`src/rtl/intr_entry_pkg.sv`:
```
package intr_entry_pkg;
  // Action picked at one clock edge; ordered by how it is resolved.
  typedef enum logic [2:0] {
    ACT_NONE  = 3'd0,
    ACT_START = 3'd1,
    ACT_RESET = 3'd2,
    ACT_IRQ   = 3'd3,
    ACT_FETCH = 3'd4
  } act_e;
endpackage

```
`src/rtl/intr_entry_arbiter.sv`:
```
module intr_entry_arbiter
  import intr_entry_pkg::*;
(
  input  logic run,
  input  logic start_req,
  input  logic reset_req,
  input  logic boundary,
  input  logic irq_req,
  input  logic ie,
  output act_e act
);
  // Priority: start (idle only) > restart > interrupt at boundary > fetch.
  always_comb begin
    act = ACT_NONE;
    if (!run) begin
      if (start_req) act = ACT_START;
    end else if (reset_req) begin
      act = ACT_RESET;
    end else if (boundary) begin
      act = (irq_req && ie) ? ACT_IRQ : ACT_FETCH;
    end
  end
endmodule

```
`src/rtl/intr_entry_ie.sv`:
```
module intr_entry_ie (
  input  logic clk,
  input  logic rst_n,
  input  logic ie_set,
  input  logic take,
  output logic ie
);
  always_ff @(posedge clk) begin
    if (!rst_n)      ie <= 1'b0;
    else if (take)   ie <= 1'b0;
    else if (ie_set) ie <= 1'b1;
  end

  p_take_clears_r6: assert property (@(posedge clk) disable iff (!rst_n)
    take |=> !ie);
  p_set_enables_r6: assert property (@(posedge clk) disable iff (!rst_n)
    (ie_set && !take) |=> ie);
  p_hold_low_r6: assert property (@(posedge clk) disable iff (!rst_n)
    (!ie && !ie_set) |=> !ie);
endmodule

```
`src/rtl/intr_entry_issue.sv`:
```
module intr_entry_issue
  import intr_entry_pkg::*;
#(
  parameter int AW = 32,
  parameter int IW = 8
) (
  input  logic          clk,
  input  logic          rst_n,
  input  act_e          act,
  input  logic [AW-1:0] pc_in,
  input  logic [AW-1:0] vec_in,
  input  logic [IW-1:0] src_info,
  output logic          run,
  output logic          pc_wr,
  output logic [AW-1:0] pc_wdata,
  output logic          step_clr,
  output logic          regs_clr,
  output logic          ipc_wr,
  output logic [AW-1:0] ipc_wdata,
  output logic          info_wr,
  output logic [IW-1:0] info_wdata,
  output logic          iack,
  output logic          fetch_go
);
  localparam logic [AW-1:0] PC_ZERO = '0;

  always_ff @(posedge clk) begin
    if (!rst_n) begin
      run        <= 1'b0;
      pc_wr      <= 1'b0;
      pc_wdata   <= PC_ZERO;
      step_clr   <= 1'b0;
      regs_clr   <= 1'b0;
      ipc_wr     <= 1'b0;
      ipc_wdata  <= PC_ZERO;
      info_wr    <= 1'b0;
      info_wdata <= '0;
      iack       <= 1'b0;
      fetch_go   <= 1'b0;
    end else begin
      pc_wr    <= (act == ACT_START) || (act == ACT_RESET) || (act == ACT_IRQ);
      pc_wdata <= (act == ACT_IRQ) ? vec_in : PC_ZERO;
      step_clr <= (act == ACT_START) || (act == ACT_RESET);
      regs_clr <= (act == ACT_START);
      ipc_wr   <= (act == ACT_IRQ);
      info_wr  <= (act == ACT_IRQ);
      iack     <= (act == ACT_IRQ);
      fetch_go <= (act == ACT_FETCH);
      if (act == ACT_START) run <= 1'b1;
      if (act == ACT_IRQ) begin
        ipc_wdata  <= pc_in;
        info_wdata <= src_info;
      end
    end
  end

  p_iack_pulse_r9: assert property (@(posedge clk) disable iff (!rst_n)
    iack |=> !iack);
  p_one_action_r9: assert property (@(posedge clk) disable iff (!rst_n)
    $onehot0({iack, fetch_go, step_clr}));
  p_iack_saves_r5: assert property (@(posedge clk) disable iff (!rst_n)
    iack |-> (ipc_wr && info_wr && pc_wr));
  p_regs_clr_start_r2: assert property (@(posedge clk) disable iff (!rst_n)
    regs_clr |-> (step_clr && pc_wr && pc_wdata == PC_ZERO));
  p_run_sticky_r2: assert property (@(posedge clk) disable iff (!rst_n)
    run |=> run);
endmodule

```
`src/rtl/intr_entry_ctl.sv`:
```
module intr_entry_ctl
  import intr_entry_pkg::*;
#(
  parameter int AW = 32,
  parameter int IW = 8
) (
  input  logic          clk,
  input  logic          rst_n,
  input  logic          start_req,
  input  logic          reset_req,
  input  logic          boundary,
  input  logic          irq_req,
  input  logic          ie_set,
  input  logic [AW-1:0] pc_in,
  input  logic [AW-1:0] vec_in,
  input  logic [IW-1:0] src_info,
  output logic          run,
  output logic          ie,
  output logic          pc_wr,
  output logic [AW-1:0] pc_wdata,
  output logic          step_clr,
  output logic          regs_clr,
  output logic          ipc_wr,
  output logic [AW-1:0] ipc_wdata,
  output logic          info_wr,
  output logic [IW-1:0] info_wdata,
  output logic          iack,
  output logic          fetch_go
);
  act_e act;

  intr_entry_arbiter u_arb (
    .run(run), .start_req(start_req), .reset_req(reset_req),
    .boundary(boundary), .irq_req(irq_req), .ie(ie), .act(act)
  );

  intr_entry_ie u_ie (
    .clk(clk), .rst_n(rst_n), .ie_set(ie_set),
    .take(act == ACT_IRQ), .ie(ie)
  );

  intr_entry_issue #(.AW(AW), .IW(IW)) u_issue (
    .clk(clk), .rst_n(rst_n), .act(act), .pc_in(pc_in), .vec_in(vec_in),
    .src_info(src_info), .run(run), .pc_wr(pc_wr), .pc_wdata(pc_wdata),
    .step_clr(step_clr), .regs_clr(regs_clr), .ipc_wr(ipc_wr),
    .ipc_wdata(ipc_wdata), .info_wr(info_wr), .info_wdata(info_wdata),
    .iack(iack), .fetch_go(fetch_go)
  );

  p_reset_beats_irq_r8: assert property (@(posedge clk) disable iff (!rst_n)
    (run && reset_req && boundary && irq_req && ie) |=> (step_clr && !iack));
  p_idle_quiet_r3: assert property (@(posedge clk) disable iff (!rst_n)
    (!run && !start_req) |=> (!pc_wr && !step_clr && !fetch_go));
  p_no_boundary_no_irq_r7: assert property (@(posedge clk) disable iff (!rst_n)
    !boundary |=> !iack);
  p_ack_clears_ie_r6: assert property (@(posedge clk) disable iff (!rst_n)
    iack |-> !ie);
endmodule

```
`config.mk`:
```
export PLATFORM = sky130hd
export DESIGN_NAME = intr_entry_ctl
export DESIGN_NICKNAME = d
export VERILOG_FILES = /design/src/rtl/intr_entry_pkg.sv /design/src/rtl/intr_entry_arbiter.sv /design/src/rtl/intr_entry_ie.sv /design/src/rtl/intr_entry_issue.sv /design/src/rtl/intr_entry_ctl.sv
export SDC_FILE = /design/constraint.sdc
export NUM_CORES = 1
export LEC_CHECK = 0
export BUFFER_PORTS_ARGS = -buffer_cell sky130_fd_sc_hd__buf_2
export CAP_MARGIN = 20
export CORE_MARGIN = 2
export CORE_UTILIZATION = 40
export CTS_BUF_LIST = sky130_fd_sc_hd__clkbuf_8 sky130_fd_sc_hd__clkbuf_16
export CTS_CLUSTER_DIAMETER = 200
export CTS_CLUSTER_SIZE = 28
export DETAILED_ROUTE_END_ITERATION = 7
export PLACE_DENSITY = 0.74
export SETUP_SLACK_MARGIN = 0.4
export SYNTH_ARGS = -nofsm -noshare
export SYNTH_HDL_FRONTEND = slang
export SYNTH_HIERARCHICAL = 1
export SYNTH_SLANG_ARGS = --single-unit
```
`constraint.sdc`:
```
create_clock -name clk -period 1.7 [get_ports clk]
set_input_delay 0.34 -clock clk [delete_from_list [all_inputs] [get_ports clk]]
set_output_delay 0.34 -clock clk [all_outputs]
set_load 0.005 [all_outputs]
```
==> impl_results.md <==
* Mapped Avg Cell Area at ~10 um^2
* I/O pin cnt at 160
* Count of buffers inserted at the top-level ports at between 150 and 200
* Worst-skew pair later-pin latency at approximately 340 ps
* Max stage delay cell, worst path: sky130_fd_sc_hd__dfxtp_4
* Final weighted congestion of routability-driven global placement at about 0.73
* Post-layout minimum cycle time at between 1000 and 1500 ps
* Number of synthesis warnings at 6
* Avg WL per Cell at ~12 um
* Worst Hold Slack at ~200 ps
* Fill cell total of the finished layout at 566
* Share of post-route cells with drive strength above 1 at between 40% and 50%
* Core Area at 6794 um^2
* Highest clock rate at between 600 and 700 MHz
* Starting density of the core at between 40% and 50%
* Share of the clock period used by the worst path after layout at about 85%
* Number of antenna violations at the first check in global routing at 0
* WL final at slightly below 7 mm
* Fraction of post-synthesis cell area in the top cell type by area at a little under three fifths
* Clock slew at reported path FFs at around 80 ps
* Total standard cell area after synthesis at 2798 um^2
* CTS Buf Count at 9
* Cell Chain, Critical Path: nand2_1, and3_4, and3b_2, buf_12, clkbuf_16, mux2i_1
* Classification of the worst-slack hold path: input pin to flop
* Setup Viol. Count Final at 0
* TritonCTS Sinks at 79
* Number of global-route vias before repair at approximately 2.2k
* Worst-case vdd ir drop at between 0.3 and 0.4 mV
* Skew final at a little under 8 ps
* Path depth of the worst reg2reg path at 6
* Detail Placement HPWL at roughly 4.5 mm
* Number of detailed-routing iterations run before antenna repair at 4
* Via-to-Cell Ratio at about 4.3
* Crit path DAT at 1710 ps
* Number of vias in the routed layout at 2358
* Top_reg_cell synth: sky130_fd_sc_hd__dfxtp_1
* DRC violations left at 0
* Cell taking the most area after synthesis: sky130_fd_sc_hd__dfxtp_1
* Fin Setup TNS at 0 ps
* Element type at the critical path start: flop
* Cell count after placement at between 500 and 600
* Detailed Route Iter0 Violations at 53
* Root Buffer: sky130_fd_sc_hd__clkbuf_8
* Top delay family on crit path: simple AND/OR/NAND/NOR gates
* Worst-Margin Slew at 340.7 ps
* Hold Vio Cnt, Final at 0
* Nets@finish at 522
* Ranking of synthesized cells by area: sky130_fd_sc_hd__dfxtp_1 57%, sky130_fd_sc_hd__mux2i_1 14%, sky130_fd_sc_hd__nand2_1 11%
* Die extent in x at roughly 88 um
* Worst Path Buf+Inv at 2
* Standby leakage power at a little over 0.002 uW
* Required time at the worst-slack endpoint at 1960 ps
* Maximum buffer depth of the clock tree at 2
* Clock H-tree levels at 3
* Worst relative slew slack at just under 80%
* Cell with the most instances after synthesis: sky130_fd_sc_hd__nand2_1
* Maximum number of pins on one net before global-route repair at 86
* Area growth from synthesis to layout at 47.18%
* Async SR Flop Fraction at 0%
* Final antenna diode count at 0
* Remaining global-route overflow at 0
* Hold Path Depth at 2
* Status: finished clean
* Site row count at 30
* Classification of the worst setup path: flop to flop
* Final Non-Filler Cells at ~540
* Most frequent cells after synthesis: 82 x sky130_fd_sc_hd__nand2_1, 79 x sky130_fd_sc_hd__dfxtp_1, 40 x sky130_fd_sc_hd__mux2i_1
* Critical Path Sink Type: flop
* Number of synthesized flops with an enable pin at 0
* Number of synthesized register bits at 79
* Power density over the cells at between 800 and 900 nW/um^2
* TritonCTS clock tree: done
* Max Cap Viol at 0
* Count of different cell masters after synthesis at 25
* Maximum fanout along the worst path at 5
* Antenna Nets Post-Route at 0
* Cell depth of the worst setup path at 6
* Y dimension of the die at 87.63 um
* Unrepaired setup endpoints after global routing: yes
* Crit-path max cell delay at between 300 and 400 ps
* Sequential cell area fraction in the yosys report at about 57%
* Synthesized instance count at around 270
* Final Max Slew Viols at 0
* Wire length of the first global-routing pass at approximately 9.9 mm
* Global-route usage over all layers at 16.73%
* Total Die Area at about 7700 um^2
* Post-Synthesis Net Count at ~350
* Post-CTS Hold Buffers at 0
[cell usage in the layout, fill, tap and decap left out, types with 2 or more instances in the layout]
cell / Yosys / routed
sky130_fd_sc_hd__dfxtp_1: 79 / 77
sky130_fd_sc_hd__nor2b_2: 0 / 2
sky130_fd_sc_hd__buf_12: 4 / 4
sky130_fd_sc_hd__buf_16: 0 / 3
sky130_fd_sc_hd__and3_4: 0 / 2
sky130_fd_sc_hd__clkbuf_8: 0 / 10
sky130_fd_sc_hd__dfxtp_4: 0 / 2
sky130_fd_sc_hd__and2_1: 32 / 32
sky130_fd_sc_hd__buf_4: 3 / 4
sky130_fd_sc_hd__mux2i_1: 40 / 40
sky130_fd_sc_hd__nor2_1: 4 / 3
sky130_fd_sc_hd__clkbuf_16: 0 / 3
sky130_fd_sc_hd__buf_6: 1 / 6
sky130_fd_sc_hd__nand2_1: 82 / 82
sky130_fd_sc_hd__clkinv_2: 0 / 3
sky130_fd_sc_hd__buf_2: 2 / 159
[area by class of cell]
type / count / area, um^2 / share of cell area [%]
flip-flops and latches: 79 / 1589 / 38.59
repair buffers: 179 / 1131 / 27.47
multi-input cells: 174 / 1104 / 26.80
clock buffers: 10 / 137.6 / 3.342
well taps: 96 / 120.1 / 2.917
clock inverters: 6 / 36.28 / 0.8812
[registers in the layout (all words and copies together), names as in the netlist]
name / flops
u_ie/ie: 1
u_issue/fetch_go: 1
u_issue/iack: 1
u_issue/info_wdata: 8
u_issue/ipc_wdata: 32
u_issue/pc_wdata: 32
u_issue/pc_wr: 1
u_issue/regs_clr: 1
u_issue/run: 1
u_issue/step_clr: 1
[routing by layer]
metal	part of all wire (%)	track usage [%]	wire length, um
met1	45	19.51	3040
met2	45	27.75	3072
met4	1.7	8.112	115
met3	8.1	5.372	546
met5	0	0	0
[cells by family after synthesis]
family | after synthesis | synth area share [%]
AND/OR/NAND/NOR | 130 | 22.27
flip-flops | 79 | 56.53
multiplexers | 40 | 14.31
buffers and inverters | 19 | 5.725
AO/OA/AOI/OAI | 3 | 0.8500
XOR/XNOR | 1 | 0.3131
[what timing repair did]
item                       in CTS  in global routing
resized for setup               8                 14
setup endpoints to repair      73                 78
gates cloned                    3                  3
setup buffers                   6                  2
pin swaps                       1                 10
[final timing paths]
| path | start | to | slack (ps) |
|---|---|---|---|
| max | u_ie/ie | u_issue/ipc_wdata[7] | 250 |
| min | vec_in[23] | u_issue/pc_wdata[23] | 200 |
| max reg2reg | u_ie/ie | u_issue/ipc_wdata[7] | 250 |
| min reg2reg | u_issue/ipc_wdata[29] | u_issue/ipc_wdata[29] | 450 |
[report_power, final]
group | switching (uW) | internal (uW) | total [uW]
clock network | 661 | 565 | 1230
logic | 164 | 224 | 389
registers | 24.1 | 1900 | 1920
[stage by stage]
stage          cell area, um^2  setup slack, ps  util [%]  total power [uW]
6_report                  4118            252.4     60.61              3536
5_1_grt                   4118            179.3     60.61              3724
4_1_cts                   3966            278.6     58.38              3549
3_5_place_dp              3640            77.38     53.57              2275
3_3_place_gp              3640            112.0     53.57              2268
2_1_floorplan             2824            315.0         -              2122
Note: power is estimated with default switching activity, not from simulation.
